--- config.mk ---
export PLATFORM = sky130hd
export DESIGN_NAME = vslide_down_unit
export DESIGN_NICKNAME = d
export VERILOG_FILES = /design/src/rtl/vsd_pkg.sv /design/src/rtl/vsd_gather.sv /design/src/rtl/vsd_classify.sv /design/src/rtl/vsd_merge.sv /design/src/rtl/vslide_down_unit.sv
export SDC_FILE = /design/constraint.sdc
export NUM_CORES = 1
export LEC_CHECK = 0
export ABC_CLOCK_PERIOD_IN_PS = 2700
export BUFFER_PORTS_ARGS = -buffer_cell sky130_fd_sc_hd__buf_2
export CAP_MARGIN = 5
export CORE_ASPECT_RATIO = 0.8
export CORE_MARGIN = 1
export CORE_UTILIZATION = 49
export DETAILED_ROUTE_END_ITERATION = 10
export MAX_ROUTING_LAYER = met4
export PLACE_DENSITY = 0.79
export SYNTH_ARGS = -nofsm -noshare
export SYNTH_HDL_FRONTEND = slang
export SYNTH_HIERARCHICAL = 1
export SYNTH_SLANG_ARGS = --single-unit
--- constraint.sdc ---
create_clock -name clk -period 2.7 [get_ports clk]
set_input_delay 0.27 -clock clk [delete_from_list [all_inputs] [get_ports clk]]
set_output_delay 0.27 -clock clk [all_outputs]
set_load 0.01 [all_outputs]
--- src/rtl/vsd_pkg.sv ---
package vsd_pkg;

    // Policy applied to an element that does not receive slid data
    typedef enum logic {
        POL_KEEP = 1'b0,
        POL_FILL = 1'b1
    } pol_e;

    // Classification of one destination element
    typedef enum logic [1:0] {
        EL_ACTIVE   = 2'd0,
        EL_INACTIVE = 2'd1,
        EL_TAIL     = 2'd2
    } elem_cls_e;

    localparam int SHIFT_W = 5;

endpackage

--- src/rtl/vsd_gather.sv ---
module vsd_gather #(
    parameter int NE = 8,
    parameter int EW = 8,
    parameter int IW = 4,
    parameter int SW = 6
) (
    input  logic [NE*EW-1:0]           src_vec,
    input  logic [IW-1:0]              vlmax,
    input  logic [vsd_pkg::SHIFT_W-1:0] shift,
    output logic [NE*EW-1:0]           slid_vec
);

    localparam logic [SW-1:0] NE_S = SW'(NE);

    for (genvar gi = 0; gi < NE; gi++) begin : g_el
        logic [SW-1:0] pos_s;
        logic          in_rng;
        logic [EW-1:0] pick;

        // Widened sum: cannot wrap for any index or shift
        assign pos_s  = SW'(gi) + SW'(shift);
        assign in_rng = (pos_s < SW'(vlmax)) && (pos_s < NE_S);

        always_comb begin
            pick = '0;
            for (int j = gi; j < NE; j++) begin
                if (pos_s == SW'(j)) pick = src_vec[j*EW +: EW];
            end
        end

        assign slid_vec[gi*EW +: EW] = in_rng ? pick : '0;
    end

endmodule

--- src/rtl/vsd_classify.sv ---
module vsd_classify #(
    parameter int NE = 8,
    parameter int IW = 4
) (
    input  logic [NE-1:0]        mask_vec,
    input  logic                 mask_en,
    input  logic [IW-1:0]        vl,
    output vsd_pkg::elem_cls_e   cls [NE]
);

    localparam int CW = (IW > $clog2(NE) + 1) ? IW : $clog2(NE) + 1;

    for (genvar gi = 0; gi < NE; gi++) begin : g_cls
        always_comb begin
            if (CW'(gi) >= CW'(vl))
                cls[gi] = vsd_pkg::EL_TAIL;
            else if (mask_en && !mask_vec[gi])
                cls[gi] = vsd_pkg::EL_INACTIVE;
            else
                cls[gi] = vsd_pkg::EL_ACTIVE;
        end
    end

endmodule

--- src/rtl/vsd_merge.sv ---
module vsd_merge #(
    parameter int NE = 8,
    parameter int EW = 8
) (
    input  logic [NE*EW-1:0]         slid_vec,
    input  logic [NE*EW-1:0]         old_vec,
    input  vsd_pkg::elem_cls_e       cls [NE],
    input  vsd_pkg::pol_e            tail_pol,
    input  vsd_pkg::pol_e            mask_pol,
    output logic [NE*EW-1:0]         res_vec
);

    for (genvar gi = 0; gi < NE; gi++) begin : g_mrg
        logic [EW-1:0] old_e;
        assign old_e = old_vec[gi*EW +: EW];

        always_comb begin
            unique case (cls[gi])
                vsd_pkg::EL_ACTIVE:
                    res_vec[gi*EW +: EW] = slid_vec[gi*EW +: EW];
                vsd_pkg::EL_INACTIVE:
                    res_vec[gi*EW +: EW] = (mask_pol == vsd_pkg::POL_FILL) ? '1 : old_e;
                default:
                    res_vec[gi*EW +: EW] = (tail_pol == vsd_pkg::POL_FILL) ? '1 : old_e;
            endcase
        end
    end

endmodule

--- src/rtl/vslide_down_unit.sv ---
module vslide_down_unit #(
    parameter int NE = 8,
    parameter int EW = 8,
    parameter int IW = $clog2(NE + 1)
) (
    input  logic                  clk,
    input  logic                  rst_n,
    input  logic                  in_valid,
    input  logic [NE*EW-1:0]      src_vec,
    input  logic [NE*EW-1:0]      old_vec,
    input  logic [NE-1:0]         mask_vec,
    input  logic                  mask_en,
    input  logic [IW-1:0]         vl,
    input  logic [IW-1:0]         vlmax,
    input  logic [4:0]            shift,
    input  logic                  tail_pol,
    input  logic                  mask_pol,
    output logic                  out_valid,
    output logic [NE*EW-1:0]      dst_vec
);

    localparam int SW = ((IW > vsd_pkg::SHIFT_W) ? IW : vsd_pkg::SHIFT_W) + 1;

    typedef struct packed {
        logic             vld;
        logic [NE*EW-1:0] data;
    } out_st_t;

    out_st_t             st_d, st_q;
    logic [NE*EW-1:0]    slid_w;
    logic [NE*EW-1:0]    res_w;
    vsd_pkg::elem_cls_e  cls_w [NE];

    vsd_gather #(.NE(NE), .EW(EW), .IW(IW), .SW(SW)) u_gather (
        .src_vec  (src_vec),
        .vlmax    (vlmax),
        .shift    (shift),
        .slid_vec (slid_w)
    );

    vsd_classify #(.NE(NE), .IW(IW)) u_classify (
        .mask_vec (mask_vec),
        .mask_en  (mask_en),
        .vl       (vl),
        .cls      (cls_w)
    );

    vsd_merge #(.NE(NE), .EW(EW)) u_merge (
        .slid_vec (slid_w),
        .old_vec  (old_vec),
        .cls      (cls_w),
        .tail_pol (vsd_pkg::pol_e'(tail_pol)),
        .mask_pol (vsd_pkg::pol_e'(mask_pol)),
        .res_vec  (res_w)
    );

    always_comb begin
        st_d     = st_q;
        st_d.vld = in_valid;
        if (in_valid) st_d.data = res_w;
    end

    always_ff @(posedge clk) begin
        if (!rst_n) st_q <= '0;
        else        st_q <= st_d;
    end

    assign out_valid = st_q.vld;
    assign dst_vec   = st_q.data;

endmodule

[Word-level counts from Yosys, hierarchy flattened]
Index checks and enable logic that the tools add are counted.
Storage, ports and cells
  register bits: 65
  bits of input ports: 155
  output and inout port bits: 65
Operators by class
  $add $sub $neg: 7
  magnitude comparators: 24
  equal/unequal tests: 43
  mux-type cells: 84
  reductions and logical operators: 33
Operators with widths (number)
  8-bit two-way mux: 60
  6-bit by 3-bit equality test with 1-bit output (second input constant): 22
  8-bit one-hot mux with 2 select lines: 8
  6-bit by 4-bit < comparator with 1-bit output: 7
  6-bit by 4-bit < comparator with 1-bit output (second input constant): 7
  6-bit by 2-bit equality test with 1-bit output (second input constant): 5
  3-bit by 5-bit adder with 6-bit output (first input constant): 4
  5-bit by 3-bit equality test with 1-bit output (second input constant): 4
  2-bit by 1-bit equality test with 1-bit output (second input constant): 8
  3-bit by 4-bit greater-or-equal comparator with 1-bit output (first input constant): 4
  1-bit logical AND: 16
  2-bit logical NOT: 8
  2-bit two-way mux: 8
  2-bit by 5-bit adder with 6-bit output (first input constant): 2
  5-bit by 2-bit equality test with 1-bit output (second input constant): 2
  1-bit by 4-bit greater-or-equal comparator with 1-bit output (first input constant): 2
  2-bit by 4-bit greater-or-equal comparator with 1-bit output (first input constant): 2
  1-bit logical NOT: 8
  1-bit two-way mux: 8
  1-bit by 5-bit adder with 6-bit output (first input constant): 1
  6-bit by 1-bit equality test with 1-bit output (second input constant): 1
  6-bit logical NOT: 1
  5-bit by 1-bit equality test with 1-bit output (second input constant): 1
  5-bit by 4-bit < comparator with 1-bit output: 1
  5-bit by 4-bit < comparator with 1-bit output (second input constant): 1

[Longest topological paths before layout]
Gate-level depths: netlist of run 1.
  word-level depth: 11
  mapped depth: 15
  mapped depth without buffers: 12

[Modules after synthesis]
The synthesis of run 1 kept the hierarchy.
By module, submodules not included
  vsd_gather: times used 1, cells each 579, area each 3528.4 µm², sequential area each 0.0 µm²
  vslide_down_unit: times used 1, cells each 208, area each 2489.9 µm², sequential area each 1301.2 µm²
  vsd_merge: times used 1, cells each 302, area each 1798.0 µm², sequential area each 0.0 µm²
  vsd_classify: times used 1, cells each 20, area each 133.9 µm², sequential area each 0.0 µm²

[Least setup slack after synthesis of run 1]
Ideal clock, no wire load.
  path type: in2reg
  from: in shift[0]
  to: reg st_q, in the netlist dst_vec[24]
  setup time: 65 ps
  arrival time: 2905 ps
  data required time: 2635 ps
  setup slack: -270 ps
  stages: 15
  cell sequence: buf_2 > inv_1 > ha_1 > xor2_4 > inv_2 > clkbuf_1 > buf_2 > ha_1 > a21o_1 > a211o_1 > nor3_1 > nor3_1 > a211oi_1 > mux2i_1 > nor2b_1
On the way
  longest elaborated chain between the ends: 9
  elaborated cells on any way between the ends: 16
  classes of those cells: add/sub (1); order compare (2); eq/ne (5); mux (7); reduce/logical (1)
RTL lines
  start: declaration: RTL line vslide_down_unit.sv:15  | input logic [4:0] shift,
  2-bit by 5-bit adder with 6-bit output (*): RTL line vsd_gather.sv:21  | assign pos_s = SW'(gi) + SW'(shift);
  6-bit by 2-bit equality test with 1-bit output: RTL line vsd_gather.sv:27  | if (pos_s == SW'(j)) pick = src_vec[j*EW +: EW];
  8-bit two-way mux (5 in a row): RTL line vsd_gather.sv:27
  8-bit two-way mux (*): RTL line vsd_gather.sv:31  | assign slid_vec[gi*EW +: EW] = in_rng ? pick : '0;
  net slid_w[24]: RTL line vslide_down_unit.sv:30  | logic [NE*EW-1:0] slid_w;
  8-bit one-hot mux with 2 select lines (*): RTL line vsd_merge.sv:18  | unique case (cls[gi])
  net res_w[24]: RTL line vslide_down_unit.sv:31  | logic [NE*EW-1:0] res_w;
  end signal: assignment: RTL line vslide_down_unit.sv:65  | else st_q <= st_d;
  end: declaration: RTL line vslide_down_unit.sv:29  | out_st_t st_d, st_q;
The timed path passes the listed nets; every way through them passes the cells marked *.
A chain may end at the register's enable or synchronous reset.

[Final worst setup path of run 1]
  from: in shift[1]
  to: reg st_q, in the netlist dst_vec[56]
On the way
  longest elaborated chain between the ends: 5
  elaborated cells on any way between the ends: 8
  classes of those cells: add/sub (1); order compare (2); eq/ne (1); mux (3); reduce/logical (1)
RTL lines (RTL line)
  3-bit by 5-bit adder with 6-bit output (*): vsd_gather.sv:21
  6-bit by 4-bit < comparator with 1-bit output or 6-bit by 3-bit equality test with 1-bit output (tied branches): vsd_gather.sv:22, vsd_gather.sv:27
  1-bit logical AND or 8-bit two-way mux (tied branches): vsd_gather.sv:22, vsd_gather.sv:27
  8-bit two-way mux (*): vsd_gather.sv:31
  net slid_w[56]: vslide_down_unit.sv:30
  8-bit one-hot mux with 2 select lines (*): vsd_merge.sv:18
  net res_w[56]: vslide_down_unit.sv:31
Marked as above.

==> impl_metrics.tcl, run 1 <==
set metrics [dict create \
    fmax_mhz 399 \
    async_flop_share_pct 0 \
    period_needed_ps 2510 \
    drv_cap 0 \
    synth_cell_types 61 \
    portBuffers 219 \
    routabilityCongestion 1.02 \
    grt_max_degree 66 \
    wl_per_cell_um 19.9 \
    synth_nets 1299 \
    max_stage_delay_ps 380 \
    hold_violations 0 \
    drive_gt1_share_pct 27.0 \
    seq_area_frac_synth_pct 16.4 \
    r2r_start "dst_vec[23]$_SDFFE_PN0P_" \
    r2r_setup_slack_ps 1980 \
    r2r-end "dst_vec[23]$_SDFFE_PN0P_" \
    worst_pin_slew_ps 1010 \
    crit_fanout 8 \
    synth_top_area_cell "dfxtp_1" \
    rsz0062_at_grt "no" \
    fp.dieW_um 144 \
    fin_crit_sh_pct 92.9 \
    finalSetupViolCount 0 \
    rows 41 \
    cpMaxStageDelayCell "or3_1" \
    grt_first_pass_wirelength_mm 46.5 \
    ant_nets 0 \
    crit_arrival_ps 2790 \
    cts_buffer_depth 2 \
    finalPower_mw 3.75 \
    cts_htree_levels 3 \
    clock_latency_ps 340 \
    hold_buffers 0 \
    cp-end-kind "flop" \
    antenna_found_initial 2 \
    syn_area_per_cell_um2 7.17 \
    coreArea_um2 15800 \
    vias 9789 \
    initial_utilization_pct 50.3 \
    hp-class "in2reg" \
    cts_resized 0 \
    synthFlopType "dfxtp_1" \
    startpoint_type "primary input" \
    postCtsSetupBuffers 0 \
    grtUsageTotal_pct 37.8 \
    clkTransAtPathRegs_ps 60 \
    nets 1531 \
    synth_commonest_cells "nor2_1, nor3_1, a211oi_1, nor2b_1, a21oi_1" \
    synthCells 1109 \
    cts_root_buffer "clkbuf_16" \
    setup_tns_ps 0 \
    synthesis.area_um2 7950 \
    yosys.area.top_type_share_pct 16.4 \
    vias_per_cell 6.26 \
    routed_wirelength_mm 31.1 \
    run_status "finished clean" \
    cp_data_required_time_ps 2980 \
    die_h_um 116 \
    path_class "in2reg" \
    relSlewSlack_pct 32.8 \
    ir_drop_mv 0.295 \
    ios 220 \
    drtIter0Drc 1314 \
    cts_tree "yes" \
    final_util_pct 62.9 \
    synth_area_leaders "dfxtp_1, mux2i_1, a211oi_1" \
    dp.final_hpwl_mm 23.9 \
    min_path_cells 5 \
    hp-start "old_vec[61]" \
    synth-edff-count 0 \
    yosys_warnings 6 \
    die_area_um2 16700 \
    synth_seq_cells 65 \
    power_density_nw_per_um2 377 \
    holdPathEnd "dst_vec[61]$_SDFFE_PN0P_" \
    cts_buffers 9 \
    clock_skew_ps 0 \
    grt_pass1_vias 8557 \
    area_growth_pct 24.9 \
    yosysMostFrequentCell "nor2_1" \
    r2r_cells 2 \
    clkSinkCount 65 \
    drv_slew 0 \
    firstDrtPassIters 8 \
    grt_remaining_overflow 0 \
    drc 0 \
    p_leak_nw 4.24 \
    cp_cell_sequence "buf_2 > inv_1 > buf_4 > ha_1 > a21boi_2 > xnor2_1 > ha_1 > or3_1 > a221oi_2 > buf_4 > and2_1 > nor3_1 > a211oi_1 > mux2i_1 > nor2b_1" \
]
-- final cells by class --
| type | count | area (µm²) |
|---|---|---|
| diodes | 2 | 5.00 |
| clock buffers | 9 | 225 |
| clock inverters | 7 | 71.3 |
| fillers | 1492 | 5870 |
| inverters | 27 | 101 |
| multi-input cells | 909 | 6020 |
| flip-flops and latches | 65 | 1300 |
| well taps | 215 | 269 |
| repair buffers | 329 | 1940 |
-- cells by family after synthesis --
family	Yosys count	synth area share, %
simple gates	487	33.1
compound gates	311	26.9
buf+inv	135	8.37
mux	67	8.44
flops	65	16.4
fa+ha+maj	35	5.51
xor+xnor	9	1.23
-- worst max-delay path: cells and delay by family --
family / cells / cell delay [ps]
simple gates: 4 / 700
compound gates: 3 / 630
buf+inv: 4 / 530
fa+ha+maj: 2 / 390
xor+xnor: 1 / 140
mux: 1 / 120
-- report_power, final --
group / switching (mW) / internal [mW] / total, mW / leakage, nW
logic: 0.869 / 0.626 / 1.50 / 3.56
clock network: 0.475 / 0.714 / 1.19 / 0.149
registers: 0.0358 / 1.03 / 1.06 / 0.534
-- stage by stage --
stage | worst slack [ps] | area [µm²] | hold slack (ps) | std cells
after floorplan | 27.5 | 7970 | 538 | 1109
after global placement | -65.6 | 9630 | 493 | 1545
after detailed placement | -94.8 | 9630 | 499 | 1545
after CTS | 257 | 9920 | 404 | 1561
after global routing | 16.2 | 9930 | 432 | 1563
final | 193 | 9930 | 403 | 1563
-- layer usage --
layer / wire length, µm / track usage (%) / share of wire [%]
met3: 3340 / 7.60 / 11
met2: 13200 / 55.6 / 42
met1: 13600 / 50.2 / 44
met5: 0 / - / 0
met4: 945 / 14.9 / 3.0
-- worst max-delay path by stage --
stage / start / cells past startpoint / slack [ps] / endpoint
after CTS: shift[1] / 15 / 260 / dst_vec[56]$_SDFFE_PN0P_
final: shift[1] / 15 / 190 / dst_vec[56]$_SDFFE_PN0P_
after detailed placement: shift[1] / 14 / -90 / dst_vec[21]$_SDFFE_PN0P_
after global routing: shift[1] / 15 / 20 / dst_vec[56]$_SDFFE_PN0P_
after global placement: shift[1] / 14 / -70 / dst_vec[21]$_SDFFE_PN0P_
after floorplan: shift[0] / 15 / 30 / dst_vec[30]$_SDFFE_PN0P_
-- state kept, by name, summed over array words and instances, names as in the netlist --
name	cells
dst_vec	64
out_valid	1
-- cell usage in the layout (no fill, tap or decap), drive strengths merged, types with 65 or more instances in the layout --
cell / count
nor3: 93
nor2: 126
nor3b: 71
mux2i: 67
buf: 329
dfxtp: 65
nor2b: 76
a21oi: 73
a211oi: 80
Power figures use the tool's default switching activity.
==> inputs of run 2 (changes only) <==
- ABC_CLOCK_PERIOD_IN_PS: 2700 -> 2050
- clock period: 2.7 -> 2.05 ns (I/O delays scaled with it)
==> run 2 against run 1 <==
The flow now finishes with violations (setup timing). Hold slack worse by 58 ps. Core utilization is 8.3 points higher. Sequential cell count stayed put. Wire length is 7.9% higher. Largest cell class unchanged. Via count is 2.9% higher.
==> impl_metrics.tcl, run 2 (same netlist as run 1, synthesis figures left out) <==
set metrics [dict create \
    area_growth_pct 41.4 \
    cp-end-kind "flop" \
    switching_share_pct 36.1 \
    cts_buffers 9 \
    die_h_um 116 \
    fmax_mhz 436 \
    cp_data_required_time_ps 2320 \
    firstDrtPassIters 6 \
    final_util_pct 71.1 \
    drc 0 \
    route.met2.wl_mm 14.5 \
    run_status "finished with violations" \
    power_density_nw_per_um2 496 \
    hold_violations 0 \
    cpMaxStageDelayCell "or4_4" \
    grt_remaining_overflow 0 \
    power_switching_mw 2.01 \
    path_class "in2reg" \
    p_leak_nw 4.67 \
    crit_fanout 8 \
    seq_power_share_pct 25.1 \
    fp.dieW_um 144 \
    antenna_found_initial 2 \
    power.share.clock_pct 33.5 \
    whs_ps 345 \
    cts_tree "yes" \
    place_ws_ps -687 \
    setup_tns_ps -6190 \
    ir_drop_mv 0.378 \
    top_layer_used "met4" \
    wl_per_cell_um 20.9 \
    drv_cap 0 \
    die_area_um2 16700 \
    initial_utilization_pct 50.3 \
    finalPower_mw 5.57 \
    coreArea_um2 15800 \
    worst_pin_slew_ps 1110 \
    wl_met3_mm 3.51 \
    nets 1569 \
    violations "setup timing" \
    layout_commonest_cell "buf_2" \
    grt_max_degree 66 \
    ios 220 \
    met1_length_mm 14.3 \
    period_needed_ps 2290 \
    hp-class "in2reg" \
    clock_skew_ps 0 \
    clkTransAtPathRegs_ps 60 \
    rsz0062_at_grt "yes" \
    drtIter0Drc 1368 \
    vias 10069 \
    largest_register_ffs 64 \
    cts_buffer_depth 2 \
    vias_per_cell 6.29 \
    portBuffers 219 \
    drv_slew 0 \
    cts_root_buffer "clkbuf_16" \
    min_path_cells 5 \
    p_int_mw 3.56 \
    relSlewSlack_pct 25.9 \
    worst_slack_ps -244 \
    grt_first_pass_wirelength_mm 49.7 \
    fill_cells 1308 \
    drive_gt1_share_pct 38.2 \
    r2r_cells 2 \
    finalSetupViolCount 55 \
    routabilityCongestion 1.05 \
    pwr-share-comb_pct 41.5 \
    crit_arrival_ps 2570 \
    grtUsageTotal_pct 40.1 \
    routed_wirelength_mm 33.5 \
    clkSinkCount 65 \
    grt_pass1_vias 9192 \
    max_stage_delay_ps 540 \
    clock_latency_ps 340 \
    cts_htree_levels 3 \
    mostFrequentLayoutCells "buf_2, buf_4, nor2_1" \
    rows 41 \
    startpoint_type "primary input" \
    cp_cell_sequence "buf_8 > clkinvlp_4 > buf_6 > ha_4 > a21boi_4 > xnor2_2 > or4_4 > a221oi_2 > buf_4 > and2_1 > nor3_1 > a211oi_1 > mux2i_1 > nor2b_1" \
    dp.final_hpwl_mm 24.4 \
    ant_nets 0 \
    fin_crit_sh_pct 112 \
]
==> run 2: repair_timing <==
item	in CTS	in global routing
gates cloned	0	0
pin swaps	62	50
setup buffers	3	9
resized for setup	97	70
setup endpoints to repair	64	64
hold buffers	0	0
==> run 2: area by class of cell <==
class	count	area, µm²	area share [%]
Inverter	27	123	1.09
Sequential cell	65	1300	11.6
Clock inverter	6	114	1.01
Clock buffer	10	239	2.13
Multi-Input combinational cell	909	6860	61.0
Antenna cell	3	7.51	0.0668
Tap cell	215	269	2.39
Timing Repair Buffer	367	2330	20.7
==> run 2: metal layers <==
layer / vias to the layer above / track usage, %
met5: - / -
met4: 0 / 16.4
met3: 123 / 8.55
met2: 672 / 59.5
met1: 4627 / 52.5
li1: 4647 / -
==> run 2: per-stage QoR <==
step | instance area [µm²] | instances
6_report | 11200 | 1602
5_1_grt | 11200 | 1601
4_1_cts | 10800 | 1590
3_5_place_dp | 9970 | 1571
3_3_place_gp | 9970 | 1571
2_1_floorplan | 8160 | 1109
==> run 2: power by group through the flow <==
stage	Clock (mW)	Combinational [mW]	Sequential [mW]
2_1_floorplan	0	1.14	1.46
3_3_place_gp	0	1.97	1.42
3_5_place_dp	0	1.99	1.42
4_1_cts	1.88	2.12	1.40
5_1_grt	1.92	2.46	1.40
6_report	1.87	2.31	1.40
==> run 2: worst max-delay path, delay by kind of cell <==
family                   cells  cell delay (ps)
AO/OA/AOI/OAI                3              570
XOR/XNOR                     1               80
adder cells (fa/ha/maj)      1              160
buffers and inverters        4              570
multiplexers                 1              110
AND/OR/NAND/NOR              4              880
==> run 2: path summary, 6_finish.rpt <==
check	to	slack, ps	startpoint
setup / recovery	dst_vec[56]$_SDFFE_PN0P_	-240	shift[1]
hold / removal	dst_vec[57]$_SDFFE_PN0P_	350	old_vec[57]
setup reg to reg	dst_vec[7]$_SDFFE_PN0P_	1350	dst_vec[7]$_SDFFE_PN0P_
hold reg to reg	dst_vec[45]$_SDFFE_PN0P_	510	dst_vec[45]$_SDFFE_PN0P_
==> inputs of run 3 (changes only) <==
- MAX_ROUTING_LAYER: met4 -> unset
==> run 3 against run 2 <==
Largest cell class unchanged. Clock power grew 8%. Critical endpoint is now dst_vec[15]$_SDFFE_PN0P_. Clock skew is the same. Highest routed layer unchanged. Critical path depth shrank 1. Die area is the same. Critical path type unchanged. The flow still finishes with violations (setup timing). First-iteration DRC count grew 16%. Sequential power is essentially flat. Non-clock buffer count grew 15. Clock-buffer cell count is the same. Sequential share of layout area shrank 0.59 points. Cell area grew 5.4%.
==> impl_metrics.tcl, run 3 (same netlist as run 1, synthesis figures left out) <==
set metrics [dict create \
    p_leak_nw 4.83 \
    final_area_um2 11800 \
    period_needed_ps 2590 \
    clkTransAtPathRegs_ps 60 \
    rows 41 \
    finalPower_mw 5.91 \
    hp-class "in2reg" \
    grt_max_degree 66 \
    vias_per_cell 6.44 \
    routabilityCongestion 1.02 \
    cts_buffer_depth 2 \
    area_growth_pct 49.0 \
    place_ws_ps -786 \
    place_area_um2 10000 \
    path_class "in2reg" \
    clock_skew_ps 0 \
    switching_share_pct 36.1 \
    grtUsageTotal_pct 38.3 \
    hold_violations 0 \
    dp.final_hpwl_mm 24.3 \
    ios 220 \
    instances_no_fill 1615 \
    wl_per_cell_um 21.5 \
    ant_nets 0 \
    cts_tree "yes" \
    drv_cap 0 \
    cts_root_buffer "clkbuf_16" \
    finalSetupViolCount 53 \
    grt_remaining_overflow 0 \
    initial_utilization_pct 50.3 \
    fmax_mhz 387 \
    power.share.clock_pct 34.2 \
    coreArea_um2 15800 \
    firstDrtPassIters 6 \
    power_switching_mw 2.13 \
    antenna_found_initial 2 \
    startpoint_type "primary input" \
    nets 1584 \
    die_area_um2 16700 \
    fin_crit_sh_pct 126 \
    grt_first_pass_wirelength_mm 49.2 \
    worst_slack_ps -536 \
    largest_register_ffs 64 \
    whs_ps 322 \
    cts_buffers 9 \
    cp-end-kind "flop" \
    worst_pin_slew_ps 1370 \
    cts_htree_levels 3 \
    fp.dieW_um 144 \
    ir_drop_mv 0.420 \
    grt_pass1_vias 9055 \
    crit_arrival_ps 2860 \
    drive_gt1_share_pct 43.2 \
    clkSinkCount 65 \
    vias 10394 \
    cp_data_required_time_ps 2330 \
    drv_slew 0 \
    dpl.cell_count 1575 \
    power_density_nw_per_um2 499 \
    crit_fanout 8 \
    relSlewSlack_pct 8.60 \
    clock_latency_ps 340 \
    final_util_pct 75.0 \
    layout_commonest_cell "buf_2" \
    portBuffers 219 \
    mostFrequentLayoutCells "buf_2, buf_4, nor2_1" \
    setup_tns_ps -8000 \
    r2r_setup_slack_ps 1380 \
    violations "setup timing" \
    p_int_mw 3.78 \
    rsz0062_at_grt "yes" \
    pwr-share-comb_pct 42.2 \
    run_status "finished with violations" \
    seq_power_share_pct 23.6 \
    routed_wirelength_mm 34.7 \
    drc 0 \
    drtIter0Drc 1583 \
    die_h_um 116 \
]
[run 3: cell count changes in the layout (fill, tap and decap cells not counted), sizes merged]
cell,delta
buf,+15
clkinv,+2
clkinvlp,-2
diode,-2
bufinv,+1
inv,-1
[run 3: timing repair]
action                                  4_1_cts  5_1_grt
resized for setup                            91      176
hold buffers                                  0        0
pin swaps                                    55       84
endpoints found under the setup margin       61       64
buffers inserted                             11       14
[run 3: critical path, cell delays in order]
cell        delay, ps
buf_8              90
clkinvlp_4        130
ha_4              310
ha_4              190
a21o_1            210
a21o_1            180
a221o_2           440
buf_4             170
a211oi_2          150
nor3_1            110
a211oi_1          390
mux2i_1           150
nor2b_1           140
[run 3: final timing paths]
| kind | startpoint | endpoint | cells after the start |
|---|---|---|---|
| worst min-delay path | in_valid | dst_vec[16]$_SDFFE_PN0P_ | 3 |
| worst max register to register | dst_vec[17]$_SDFFE_PN0P_ | dst_vec[17]$_SDFFE_PN0P_ | 2 |
| worst max-delay path | shift[1] | dst_vec[15]$_SDFFE_PN0P_ | 13 |
| worst min register to register | dst_vec[16]$_SDFFE_PN0P_ | dst_vec[16]$_SDFFE_PN0P_ | 2 |
[run 3: final cells by class]
cell class | count | area [µm²]
multi-input combinational | 909 | 7230
timing repair buffer | 382 | 2540
clock inverter | 6 | 138
inverter | 27 | 128
tap | 215 | 269
fill | 1169 | 3960
antenna | 1 | 2.50
clock buffer | 10 | 239
sequential | 65 | 1300
[run 3: per-layer routing]
layer | part of all wire (%) | track usage (%) | wire, µm
met5 | 0 | 1.46 | 0
met2 | 43 | 59.7 | 15100
met4 | 4.0 | 13.3 | 1370
met1 | 41 | 51.6 | 14100
met3 | 12 | 8.60 | 4100
[run 3: power groups by stage]
stage | clock (mW) | combinational, mW | sequential (mW)
2_1_floorplan | 0 | 1.14 | 1.46
3_3_place_gp | 0 | 1.97 | 1.42
3_5_place_dp | 0 | 2.00 | 1.42
4_1_cts | 2.02 | 2.14 | 1.39
5_1_grt | 2.07 | 2.63 | 1.40
6_report | 2.02 | 2.49 | 1.40
